==> src/rtl/sio_pkg.sv <==
package sio_pkg;
  typedef enum logic [2:0] {
    ST_IDLE, ST_START, ST_DATA, ST_PAR, ST_STOP
  } ser_st_e;

  // line-control register, bit 6 down to bit 0
  typedef struct packed {
    logic [1:0] wlen;
    logic       fifo_en;
    logic       two_stop;
    logic       even;
    logic       par_en;
    logic       brk;
  } lctl_t;

  localparam logic [2:0] A_DATA = 3'd0;
  localparam logic [2:0] A_STAT = 3'd1;
  localparam logic [2:0] A_FLAG = 3'd2;
  localparam logic [2:0] A_DIVL = 3'd3;
  localparam logic [2:0] A_DIVM = 3'd4;
  localparam logic [2:0] A_LCTL = 3'd5;
  localparam logic [2:0] A_EN   = 3'd6;
endpackage

==> src/rtl/sio_fifo.sv <==
module sio_fifo #(
  parameter int W = 8,
  parameter int D = 16
) (
  input  logic         clk_i,
  input  logic         rst_ni,
  input  logic         one_i,
  input  logic         push_i,
  input  logic [W-1:0] din_i,
  input  logic         pop_i,
  input  logic         mark_i,
  output logic [W-1:0] dout_o,
  output logic         empty_o,
  output logic         full_o
);
  localparam int AW = (D > 1) ? $clog2(D) : 1;
  localparam int CW = $clog2(D + 1);

  logic [W-1:0]  mem [D];
  logic [AW-1:0] wptr_q, rptr_q, wprev;
  logic [CW-1:0] cnt_q;
  logic          push_ok, pop_ok;

  assign empty_o = (cnt_q == '0);
  assign full_o  = one_i ? !empty_o : (cnt_q == CW'(D));
  assign push_ok = push_i && !full_o;
  assign pop_ok  = pop_i && !empty_o;
  assign dout_o  = mem[rptr_q];
  assign wprev   = (wptr_q == '0) ? AW'(D - 1) : wptr_q - 1'b1;

  function automatic logic [AW-1:0] nxt(input logic [AW-1:0] p);
    return (p == AW'(D - 1)) ? '0 : p + 1'b1;
  endfunction

  always_ff @(posedge clk_i) begin
    if (push_ok) mem[wptr_q] <= din_i;
    else if (mark_i && !empty_o) mem[wprev][W-1] <= 1'b1;
  end

  always_ff @(posedge clk_i or negedge rst_ni) begin
    if (!rst_ni) begin
      wptr_q <= '0;
      rptr_q <= '0;
      cnt_q  <= '0;
    end else begin
      if (push_ok) wptr_q <= nxt(wptr_q);
      if (pop_ok)  rptr_q <= nxt(rptr_q);
      if (push_ok && !pop_ok)      cnt_q <= cnt_q + 1'b1;
      else if (pop_ok && !push_ok) cnt_q <= cnt_q - 1'b1;
    end
  end

  a_r6_drop_when_full: assert property (@(posedge clk_i) disable iff (!rst_ni)
    (push_i && full_o && !pop_i) |=> $stable(cnt_q));
  a_r7_mark_keeps_count: assert property (@(posedge clk_i) disable iff (!rst_ni)
    (mark_i && !push_i && !pop_i) |=> $stable(cnt_q));
endmodule

==> src/rtl/sio_tx.sv <==
module sio_tx
  import sio_pkg::*;
#(
  parameter int OVS = 16
) (
  input  logic       clk_i,
  input  logic       rst_ni,
  input  logic       en_i,
  input  logic       tick_i,
  input  logic       brk_i,
  input  logic [1:0] wlen_i,
  input  logic       par_en_i,
  input  logic       even_i,
  input  logic       two_stop_i,
  input  logic       avail_i,
  input  logic [7:0] data_i,
  output logic       pop_o,
  output logic       tx_o,
  output logic       busy_o
);
  localparam int TCW = $clog2(OVS);

  ser_st_e        st_q;
  logic [TCW-1:0] tcnt_q;
  logic [2:0]     idx_q, last_idx;
  logic [7:0]     sh_q, mask;
  logic           stop2_q, bit_end, par_bit, line;

  assign last_idx = {1'b0, wlen_i} + 3'd4;
  assign mask     = 8'hFF >> (2'd3 - wlen_i);
  assign par_bit  = (^(sh_q & mask)) ^ ~even_i;
  assign bit_end  = tick_i && (tcnt_q == TCW'(OVS - 1));
  assign pop_o    = (st_q == ST_IDLE) && en_i && !brk_i && avail_i;
  assign busy_o   = (st_q != ST_IDLE);

  always_ff @(posedge clk_i or negedge rst_ni) begin
    if (!rst_ni) begin
      st_q    <= ST_IDLE;
      tcnt_q  <= '0;
      idx_q   <= '0;
      sh_q    <= '0;
      stop2_q <= 1'b0;
    end else if (!en_i) begin
      st_q   <= ST_IDLE;
      tcnt_q <= '0;
    end else if (pop_o) begin
      st_q    <= ST_START;
      sh_q    <= data_i;
      tcnt_q  <= '0;
      idx_q   <= '0;
      stop2_q <= 1'b0;
    end else if (tick_i && st_q != ST_IDLE) begin
      tcnt_q <= bit_end ? '0 : tcnt_q + 1'b1;
      if (bit_end) begin
        case (st_q)
          ST_START: st_q <= ST_DATA;
          ST_DATA: begin
            if (idx_q == last_idx) st_q <= par_en_i ? ST_PAR : ST_STOP;
            else idx_q <= idx_q + 1'b1;
          end
          ST_PAR: st_q <= ST_STOP;
          ST_STOP: begin
            if (two_stop_i && !stop2_q) stop2_q <= 1'b1;
            else st_q <= ST_IDLE;
          end
          default: st_q <= ST_IDLE;
        endcase
      end
    end
  end

  always_comb begin
    case (st_q)
      ST_START: line = 1'b0;
      ST_DATA:  line = sh_q[idx_q];
      ST_PAR:   line = par_bit;
      default:  line = 1'b1;
    endcase
  end
  assign tx_o = line & ~brk_i;

  a_r10_no_start_in_break: assert property (@(posedge clk_i) disable iff (!rst_ni)
    (st_q == ST_IDLE && brk_i) |=> (st_q == ST_IDLE));
  a_r2_pop_starts_frame: assert property (@(posedge clk_i) disable iff (!rst_ni)
    pop_o |=> busy_o);
endmodule

==> src/rtl/sio_rx.sv <==
module sio_rx
  import sio_pkg::*;
#(
  parameter int OVS = 16
) (
  input  logic       clk_i,
  input  logic       rst_ni,
  input  logic       en_i,
  input  logic       tick_i,
  input  logic       rx_i,
  input  logic [1:0] wlen_i,
  input  logic       par_en_i,
  input  logic       even_i,
  output logic       valid_o,
  output logic [7:0] data_o,
  output logic       frm_o,
  output logic       perr_o
);
  localparam int TCW  = $clog2(OVS);
  localparam int HALF = OVS / 2;

  ser_st_e        st_q;
  logic [TCW-1:0] tcnt_q;
  logic [2:0]     idx_q, last_idx;
  logic [1:0]     sync_q;
  logic           prev_q, line, bit_end, mid_end;

  assign line     = sync_q[1];
  assign last_idx = {1'b0, wlen_i} + 3'd4;
  assign bit_end  = tick_i && (tcnt_q == TCW'(OVS - 1));
  assign mid_end  = tick_i && (tcnt_q == TCW'(HALF - 1));

  always_ff @(posedge clk_i or negedge rst_ni) begin
    if (!rst_ni) begin
      sync_q <= 2'b11;
      prev_q <= 1'b1;
    end else begin
      sync_q <= {sync_q[0], rx_i};
      prev_q <= line;
    end
  end

  always_ff @(posedge clk_i or negedge rst_ni) begin
    if (!rst_ni) begin
      st_q    <= ST_IDLE;
      tcnt_q  <= '0;
      idx_q   <= '0;
      data_o  <= '0;
      frm_o   <= 1'b0;
      perr_o  <= 1'b0;
      valid_o <= 1'b0;
    end else begin
      valid_o <= 1'b0;
      if (!en_i) begin
        st_q   <= ST_IDLE;
        tcnt_q <= '0;
      end else begin
        case (st_q)
          ST_IDLE: if (prev_q && !line) begin  // falling edge only
            st_q   <= ST_START;
            tcnt_q <= '0;
          end
          ST_START: if (tick_i) begin
            if (mid_end) begin
              st_q   <= line ? ST_IDLE : ST_DATA;
              tcnt_q <= '0;
              idx_q  <= '0;
              data_o <= '0;
              perr_o <= 1'b0;
            end else tcnt_q <= tcnt_q + 1'b1;
          end
          default: if (tick_i) begin
            tcnt_q <= bit_end ? '0 : tcnt_q + 1'b1;
            if (bit_end) begin
              case (st_q)
                ST_DATA: begin
                  data_o[idx_q] <= line;
                  if (idx_q == last_idx) st_q <= par_en_i ? ST_PAR : ST_STOP;
                  else idx_q <= idx_q + 1'b1;
                end
                ST_PAR: begin
                  perr_o <= line ^ (^data_o) ^ ~even_i;
                  st_q   <= ST_STOP;
                end
                default: begin
                  frm_o   <= !line;
                  valid_o <= 1'b1;
                  st_q    <= ST_IDLE;
                end
              endcase
            end
          end
        endcase
      end
    end
  end

  a_r11_rx_quiet_disabled: assert property (@(posedge clk_i) disable iff (!rst_ni)
    !en_i |=> !valid_o);
endmodule

==> src/rtl/sio_uart.sv <==
module sio_uart
  import sio_pkg::*;
#(
  parameter int FIFO_DEPTH = 16,
  parameter int DIV_W      = 12,
  parameter int OVS        = 16
) (
  input  logic       clk_i,
  input  logic       rst_ni,
  input  logic       sel_i,
  input  logic       wr_i,
  input  logic [2:0] addr_i,
  input  logic [7:0] wdata_i,
  output logic [7:0] rdata_o,
  output logic       tx_o,
  input  logic       rx_i,
  output logic       rx_irq_o,
  output logic       tx_irq_o
);
  localparam int DIV_HI_W = DIV_W - 8;
  localparam int RXW      = 11;  // {ovr, perr, frm, data}

  logic [7:0]          div_lo_q;
  logic [DIV_HI_W-1:0] div_hi_q;
  logic [DIV_W-1:0]    div, bcnt_q;
  lctl_t               lctl_q;
  logic                en_q, tick;
  logic [2:0]          stat_q;

  logic          wr_dat, rd_dat;
  logic          tx_pop, tx_empty, tx_full, tx_busy;
  logic [7:0]    tx_dout;
  logic          rx_valid, rx_frm, rx_perr, rx_empty, rx_full;
  logic [7:0]    rx_data;
  logic [RXW-1:0] rx_dout;

  assign wr_dat = sel_i && wr_i && (addr_i == A_DATA);
  assign rd_dat = sel_i && !wr_i && (addr_i == A_DATA);
  assign div    = {div_hi_q, div_lo_q};

  always_ff @(posedge clk_i or negedge rst_ni) begin
    if (!rst_ni) begin
      div_lo_q <= '0;
      div_hi_q <= '0;
      lctl_q   <= '0;
      en_q     <= 1'b0;
      stat_q   <= '0;
    end else begin
      if (sel_i && wr_i) begin
        case (addr_i)
          A_DIVL: div_lo_q <= wdata_i;
          A_DIVM: div_hi_q <= wdata_i[DIV_HI_W-1:0];
          A_LCTL: lctl_q   <= lctl_t'(wdata_i[6:0]);
          A_EN:   en_q     <= wdata_i[0];
          default: ;
        endcase
      end
      if (rd_dat && !rx_empty) stat_q <= rx_dout[RXW-1:8];
    end
  end

  // one tick every div+1 clocks, phase restarts on enable
  always_ff @(posedge clk_i or negedge rst_ni) begin
    if (!rst_ni)          bcnt_q <= '0;
    else if (!en_q)       bcnt_q <= '0;
    else if (bcnt_q == 0) bcnt_q <= div;
    else                  bcnt_q <= bcnt_q - 1'b1;
  end
  assign tick = en_q && (bcnt_q == '0);

  sio_fifo #(.W(8), .D(FIFO_DEPTH)) u_txq (
    .clk_i, .rst_ni, .one_i(!lctl_q.fifo_en),
    .push_i(wr_dat), .din_i(wdata_i), .pop_i(tx_pop), .mark_i(1'b0),
    .dout_o(tx_dout), .empty_o(tx_empty), .full_o(tx_full)
  );

  sio_tx #(.OVS(OVS)) u_tx (
    .clk_i, .rst_ni, .en_i(en_q), .tick_i(tick), .brk_i(lctl_q.brk),
    .wlen_i(lctl_q.wlen), .par_en_i(lctl_q.par_en), .even_i(lctl_q.even),
    .two_stop_i(lctl_q.two_stop), .avail_i(!tx_empty), .data_i(tx_dout),
    .pop_o(tx_pop), .tx_o, .busy_o(tx_busy)
  );

  sio_rx #(.OVS(OVS)) u_rx (
    .clk_i, .rst_ni, .en_i(en_q), .tick_i(tick), .rx_i,
    .wlen_i(lctl_q.wlen), .par_en_i(lctl_q.par_en), .even_i(lctl_q.even),
    .valid_o(rx_valid), .data_o(rx_data), .frm_o(rx_frm), .perr_o(rx_perr)
  );

  sio_fifo #(.W(RXW), .D(FIFO_DEPTH)) u_rxq (
    .clk_i, .rst_ni, .one_i(!lctl_q.fifo_en),
    .push_i(rx_valid), .din_i({1'b0, rx_perr, rx_frm, rx_data}),
    .pop_i(rd_dat), .mark_i(rx_valid && rx_full),
    .dout_o(rx_dout), .empty_o(rx_empty), .full_o(rx_full)
  );

  always_comb begin
    case (addr_i)
      A_DATA:  rdata_o = rx_empty ? 8'h00 : rx_dout[7:0];
      A_STAT:  rdata_o = {5'b0, stat_q};
      A_FLAG:  rdata_o = {2'b0, tx_full, rx_empty, tx_busy, 3'b0};
      A_DIVL:  rdata_o = div_lo_q;
      A_DIVM:  rdata_o = 8'(div_hi_q);
      A_LCTL:  rdata_o = {1'b0, lctl_q};
      A_EN:    rdata_o = {7'b0, en_q};
      default: rdata_o = 8'h00;
    endcase
  end

  assign rx_irq_o = en_q && !rx_empty;
  assign tx_irq_o = en_q && !tx_full;

  a_r12_irq_needs_enable: assert property (@(posedge clk_i) disable iff (!rst_ni)
    (rx_irq_o || tx_irq_o) |-> $past(1'b1) && en_q);
endmodule

==> config.mk <==
export PLATFORM = sky130hd
export DESIGN_NAME = sio_uart
export DESIGN_NICKNAME = d
export VERILOG_FILES = /design/src/rtl/sio_pkg.sv /design/src/rtl/sio_fifo.sv /design/src/rtl/sio_tx.sv /design/src/rtl/sio_rx.sv /design/src/rtl/sio_uart.sv
export SDC_FILE = /design/constraint.sdc
export NUM_CORES = 1
export LEC_CHECK = 0
export ABC_AREA = 1
export BUFFER_PORTS_ARGS = -buffer_cell sky130_fd_sc_hd__buf_2
export CELL_PAD_IN_SITES_DETAIL_PLACEMENT = 0
export CELL_PAD_IN_SITES_GLOBAL_PLACEMENT = 1
export CORE_AREA = 2 2 179 225
export DETAILED_ROUTE_END_ITERATION = 10
export DIE_AREA = 0 0 181 227
export PLACE_DENSITY_LB_ADDON = 0.1
export SYNTH_ARGS = -nofsm -noshare
export SYNTH_HDL_FRONTEND = slang
export SYNTH_HIERARCHICAL = 1
export SYNTH_SLANG_ARGS = --single-unit
==> constraint.sdc <==
create_clock -name clk_i -period 3.59 [get_ports clk_i]
set_clock_uncertainty 0.1 [all_clocks]
set_input_delay 0.718 -clock clk_i [delete_from_list [all_inputs] [get_ports clk_i]]
set_output_delay 0.718 -clock clk_i [all_outputs]
set_load 0.02 [all_outputs]
**Word-level counts from Yosys, hierarchy flattened**

Memory sizes are Yosys's and may differ from the RTL's. A register that Yosys moved wholly into a read port is not among the register bits.
Index checks and enable logic that the tools add are counted.

- Input bits: 16
- Memories: 2
- Word-level logic and storage cells: 270
- Output and inout bits: 11
- Bits in writable memories: 304
- Flip-flop bits (word level): 96

- $lt $le $gt $ge: 3
- Equal/unequal tests: 37
- Reduce and logical (&&, ||, !) cells: 77
- Multiplexer cells: 94
- Bitwise gates (word level): 10
- Add/subtract/negate cells: 16
- Shift operators: 1

Memories:

| memory | depth | width | read ports | clocked after memory_dff | write ports | line | text |
|---|---|---|---|---|---|---|---|
| u_rxq.mem | 16 | 11 | 1 | 0 | 1 | sio_fifo.sv:19 | `logic [W-1:0] mem [D];` |
| u_txq.mem | 16 | 8 | 1 | 1 | 1 | sio_fifo.sv:19 |  |

Operators by type and width:

| kind | count |
|---|---|
| two-way mux 3 bit | 25 |
| two-way mux 4 bit | 16 |
| case mux 8 bit (7 select lines) | 1 |
| two-way mux 8 bit | 6 |
| logical AND 1 bit | 27 |
| two-way mux 1 bit | 26 |
| adder 4 x 1 -> 4 bit, second input constant | 6 |
| == test 4 bit, second input constant | 6 |
| two-way mux 12 bit | 2 |
| two-way mux 5 bit | 4 |
| nonzero test 2 bit | 10 |
| == test 3 x 2 -> 1 bit, second input constant | 6 |
| case mux 3 bit (2 select lines) | 3 |
| AND reduction 6 bit | 3 |
| case mux 8 bit (2 select lines) | 1 |
| parity 8 bit | 2 |
| AND reduction 5 bit | 3 |
| logical NOT 1 bit | 13 |
| == test 3 bit, second input constant | 4 |
| logical NOT 12 bit | 1 |
| case mux 3 bit (4 select lines) | 1 |
| subtractor 12 x 1 -> 12 bit, second input constant | 1 |
| two-way mux 11 bit | 1 |
| OR reduction 11 bit | 1 |
| 41 further kinds | 69 |

**Longest topological paths before layout**

- Word-level depth: 10
- Mapped depth: 17
- Depth with buffers taken out: 16

**Cells and area by module**

The synthesis kept the hierarchy.

Modules (own cells, without submodules):

| module | area an instance (µm²) | instances | cells an instance | sequential area each (µm²) |
|---|---|---|---|---|
| sio_fifo (u_rxq) | 8094.0 | 1 | 700 | 5610.4 |
| sio_fifo (u_txq) | 6266.0 | 1 | 560 | 4169.0 |
| sio_uart | 2005.7 | 1 | 277 | 875.8 |
| sio_rx | 1686.6 | 1 | 244 | 604.3 |
| sio_tx | 1263.7 | 1 | 180 | 475.5 |

**Worst setup path before layout**

Ideal clock, no wire load.

- Kind: input to register
- Start: in addr_i[0]
- End: reg u_txq.cnt_q[4]
- Arrival: 2710 ps
- Library setup time: 123 ps
- Slack: 657 ps
- Buffers on the path: 2
- Data required time: 3367 ps
- Cell stages on the path: 16
- Path through: inv_2 > nand3_2 > nor2_1 > nand3_4 > buf_6 > buf_4 > inv_2 > ha_1 > inv_1 > ha_1 > nand2_1 > a21oi_1 > nor2_1 > nand2_1 > nand3_1 > xor2_1

- Word-level cells in the longest chain between the ends: 6
- Elaborated cells on any way between the ends: 8
- Those cells by class: mux: 1; reduce/logical: 7

Ends and longest elaborated chain:

| element | line | text |
|---|---|---|
| start: declaration | sio_uart.sv:12 | `input logic [2:0] addr_i,` |
| logical NOT 3 bit (*) | sio_uart.sv:37 | `assign wr_dat = sel_i && wr_i && (addr_i == A_DATA);` |
| logical AND 1 bit (*) | sio_uart.sv:37 |  |
| via wr_dat | sio_uart.sv:30 | `logic wr_dat, rd_dat;` |
| logical AND 1 bit (*) | sio_fifo.sv:26 | `assign push_ok = push_i && !full_o;` |
| via u_txq.push_ok | sio_fifo.sv:22 | `logic push_ok, pop_ok;` |
| logical NOT 1 bit | sio_fifo.sv:49 | `else if (pop_ok && !push_ok) cnt_q <= cnt_q - 1'b1;` |
| logical AND 1 bit | sio_fifo.sv:49 |  |
| nonzero test 2 bit (no source line) | -- |  |
| end signal: assignment | sio_fifo.sv:48 | `if (push_ok && !pop_ok) cnt_q <= cnt_q + 1'b1;` |
| end signal: assignment | sio_fifo.sv:49 |  |
| end: declaration | sio_fifo.sv:21 | `logic [CW-1:0] cnt_q;` |

Mark *: on every way through the listed nets, which the timed path passes. The rest lies on a longest branch.
A chain may end at the register's enable or synchronous reset.

**Worst setup path in the final report**

- Start: reg u_rxq.rptr_q[1]
- End: out rdata_o[2]

- Word-level cells in the longest chain between the ends: 3

Ends and longest elaborated chain:

| element | line | text |
|---|---|---|
| start: declaration | sio_fifo.sv:20 | `logic [AW-1:0] wptr_q, rptr_q, wprev;` |
| start signal: assignment | sio_fifo.sv:47 | `if (pop_ok) rptr_q <= nxt(rptr_q);` |
| memory (16 x 11 bit) | -- |  |
| via rx_dout[2] | sio_uart.sv:35 | `logic [RXW-1:0] rx_dout;` |
| two-way mux 8 bit | sio_uart.sv:99 | `A_DATA: rdata_o = rx_empty ? 8'h00 : rx_dout[7:0];` |
| case mux 8 bit (7 select lines) | sio_uart.sv:98 | `case (addr_i)` |
| end: declaration | sio_uart.sv:14 | `output logic [7:0] rdata_o,` |

The timed path passes the listed nets, and every way through them passes these cells.

==> flow_metrics.env <==
export IMPL_drive_above_1_share_pct=12.6
export IMPL_grt_max_degree=91
export IMPL_clk_insertion_delay_late_ns=0.55
export IMPL_ys_seq_area_share_pct=60.8
export IMPL_die_w_um=181
export IMPL_cap_viol_max_count=0
export IMPL_r2r_slack_ns=0.60
export IMPL_rows=81
export IMPL_slew_viol_final=0
export IMPL_cts_tree="built"
export IMPL_die_area_mm2=0.0411
export IMPL_wire_per_inst_um=19.0
export IMPL_grt_overflow_total=0
export IMPL_ys_async_sr_fraction_pct=25.5
export IMPL_cts_buffer_depth=3
export IMPL_end_kind="output pin"
export IMPL_cts_buffers=42
export IMPL_critPathMaxFanout=16
export IMPL_initial_core_util_pct=49.6
export IMPL_yosys_top_cells_area="edfxtp_1 (47%), dfrtp_1 (13%), nand2_1 (7.1%), nor2_1 (6.2%), o21ai_0 (5.0%)"
export IMPL_coreArea_mm2=0.0389
export IMPL_yosysWarnings=6
export IMPL_path_buf_inv=3
export IMPL_drc=0
export IMPL_slew_headroom_pct=15.1
export IMPL_multi_input_area_mm2=0.00656
export IMPL_syn_inst=1961
export IMPL_syn_to_final_growth_pct=11.4
export IMPL_hold_buffers=0
export IMPL_layout_setup_ws_ns=0.0957
export IMPL_r2r_start="u_rxq/cnt_q[1]$_DFFE_PN0P_"
export IMPL_ff_latch_area_mm2=0.0117
export IMPL_dp_hpwl_mm=32.9
export IMPL_yosysUniqueCellTypes=51
export IMPL_cts_max_level=2
export IMPL_yosysTopAreaCell="edfxtp_1"
export IMPL_p_per_area_mw_per_mm2=729
export IMPL_cp_required_ns=2.77
export IMPL_fin_crit_ns=3.49
export IMPL_initialDrtViolationCount=986
export IMPL_yosys_area_top_type_share_pct=47.3
export IMPL_path_clk_slew_ns=0.06
export IMPL_crit_reg2reg_capture="u_rxq/mem[15][7]$_DFFE_PP_"
export IMPL_critPathArrivalTime_ns=2.68
export IMPL_critPathKind="reg -> out"
export IMPL_hp_class="in -> async"
export IMPL_viasPerCell=5.50
export IMPL_syn_area_mm2=0.0193
export IMPL_synth_edf_count=304
export IMPL_reg2reg_depth=11
export IMPL_antenna_cells=0
export IMPL_pre_cts_ws_ns=0.587
export IMPL_drt_antenna_violating_nets=0
export IMPL_grt_first_pass_wirelength_mm=76.4
export IMPL_root_buffer="clkbuf_16"
export IMPL_gp_congestion=0.838
export IMPL_leakagePower_nw=8.58
export IMPL_finalPower_w=0.0157
export IMPL_fmax_mhz=286
export IMPL_nets=2048
export IMPL_ir_drop_mv=0.400
export IMPL_period_share_pct=97.3
export IMPL_status="finished clean"
export IMPL_worstMarginPinSlew_ns=1.27
export IMPL_cp_start_kind="register"
export IMPL_grt_antenna_before_repair=0
export IMPL_synth_flop_cell="edfxtp_1"
export IMPL_grt_pass1_vias=13872
export IMPL_n_fill_cell=3428
export IMPL_clock_sinks=408
export IMPL_syn_area_per_cell_um2=9.85
export IMPL_critPathMaxStageDelay_ns=0.41
export IMPL_synth_seq_cells=408
export IMPL_via_count=13970
export IMPL_finalHoldViolCount=0
export IMPL_cp_cell_sequence="clkinvlp_4, buf_4, o21ai_0, o22ai_1, o211ai_1, nand3_1, a21oi_1, nand4_1, buf_2"
export IMPL_crit_slowest_cell="dfrtp_1"
export IMPL_grtUsageTotal_pct=24.0
export IMPL_final_setup_viol_count=0
export IMPL_critPathTopFamily="compound AO/OA/AOI/OAI gates"
export IMPL_wl_mm=48.2
export IMPL_drt_pass1_iterations=5
export IMPL_die_h_um=227
export IMPL_io_buffers=26
export IMPL_io_pins=27
-- cells in the mapped netlist (all sizes together), types with 2 or more instances --
| library cell | n |
|---|---|
| nor3 | 9 |
| buf | 26 |
| a21oi | 31 |
| clkinv | 3 |
| or2 | 6 |
| nand3 | 136 |
| xnor2 | 6 |
| o2111ai | 2 |
| clkbuf | 52 |
| xor2 | 14 |
| o211ai | 14 |
| fa | 2 |
| nand3b | 5 |
| o21ai | 219 |
| ha | 20 |
| dfrtp | 101 |
| dfstp | 3 |
| nand2 | 386 |
| o22ai | 45 |
| nor2 | 350 |
| a31oi | 5 |
| nand4 | 24 |
| o31ai | 3 |
| edfxtp | 304 |
| o221ai | 26 |
| inv | 163 |
-- cell type report --
type / instances / area share (%)
clock buffer: 52 / 5.20
sequential: 408 / 54.6
timing repair buffer: 82 / 2.70
tap: 498 / 2.90
inverter: 166 / 2.96
clock inverter: 26 / 1.18
multi-input combinational: 1310 / 30.5
-- metrics by stage --
step,TNS (ns),util (%),instances,instance area (um^2),hold slack (ns)
floorplan,0,-,1962,19300,0.245
global placement,0,51.6,2460,20100,0.246
detailed placement,0,51.6,2460,20100,0.253
CTS,0,55.2,2538,21500,0.151
global route,-0.00192,55.3,2542,21500,0.155
finish,0,55.3,2542,21500,0.152
-- where the power goes --
part	internal (W)	switching, W	total, W	leakage (nW)
Clock	0.00247	0.00187	0.00433	0.656
Sequential	0.00545	0.000402	0.00585	4.20
Combinational	0.00171	0.00379	0.00550	3.72
Total	0.00963	0.00605	0.0157	8.58
-- state kept, by name (all words and copies together), names as in the netlist, 2 cells and up --
register      flops
u_rx/data_o       8
div_lo_q          8
u_tx/idx_q        3
stat_q            3
u_txq/mem       128
u_txq/rptr_q      4
u_rxq/mem       176
div_hi_q          4
u_rx/tcnt_q       4
u_txq/cnt_q       5
u_tx/tcnt_q       4
u_txq/wptr_q      4
u_tx/st_q         3
u_rxq/cnt_q       5
bcnt_q           12
u_rx/sync_q       2
u_tx/sh_q         8
u_rx/idx_q        3
u_rx/st_q         3
u_rxq/wptr_q      4
lctl_q            7
u_rxq/rptr_q      4
-- worst max-delay path by stage --
stage | startpoint | to | slack (ns) | cells past startpoint
global route | u_rxq/rptr_q[1]$_DFFE_PN0P_ | rdata_o[2] | -0.002 | 9
CTS | u_rxq/rptr_q[1]$_DFFE_PN0P_ | rdata_o[7] | 0.04 | 7
global placement | addr_i[0] | u_txq/cnt_q[4]$_DFFE_PN0P_ | 0.61 | 15
finish | u_rxq/rptr_q[1]$_DFFE_PN0P_ | rdata_o[2] | 0.1 | 9
floorplan | addr_i[0] | u_txq/cnt_q[4]$_DFFE_PN0P_ | 0.66 | 16
detailed placement | addr_i[0] | u_txq/cnt_q[4]$_DFFE_PN0P_ | 0.59 | 15
-- metal layers --
layer,track usage (%),share of wire (%),up-vias
li1,-,-,6822
met1,28.4,40,6776
met2,45.3,53,278
met3,2.70,3.4,94
met4,8.29,3.3,0
met5,0,0,-
-- repair_timing --
item	in CTS	in global routing
setup buffers	0	4
resized for setup	0	4
hold endpoints to repair	0	0
endpoints found under the setup margin	0	7
-- kinds of logic (layout without fill, tap and decap cells) --
group | count (synthesis) | count (layout) | share of synthesized area, %
simple gates | 918 | 918 | 21.3
compound gates | 348 | 348 | 10.2
fa+ha+maj | 22 | 22 | 1.50
other cells | 1 | 2 | 0.0194
buf+inv | 244 | 326 | 5.31
flops | 408 | 408 | 60.8
xor+xnor | 20 | 20 | 0.907
-- cell usage in the layout (no fill, tap or decap), drive strengths merged, types with 15 or more instances in the layout --
| cell | instances |
|---|---|
| buf | 82 |
| a21oi | 31 |
| dfrtp | 101 |
| ha | 20 |
| o221ai | 26 |
| o21ai | 219 |
| o22ai | 45 |
| nand2 | 386 |
| nor2 | 350 |
| edfxtp | 304 |
| clkbuf | 52 |
| nand4 | 24 |
| nand3 | 136 |
| clkinv | 15 |
| inv | 168 |
Power figures use the tool's default switching activity.
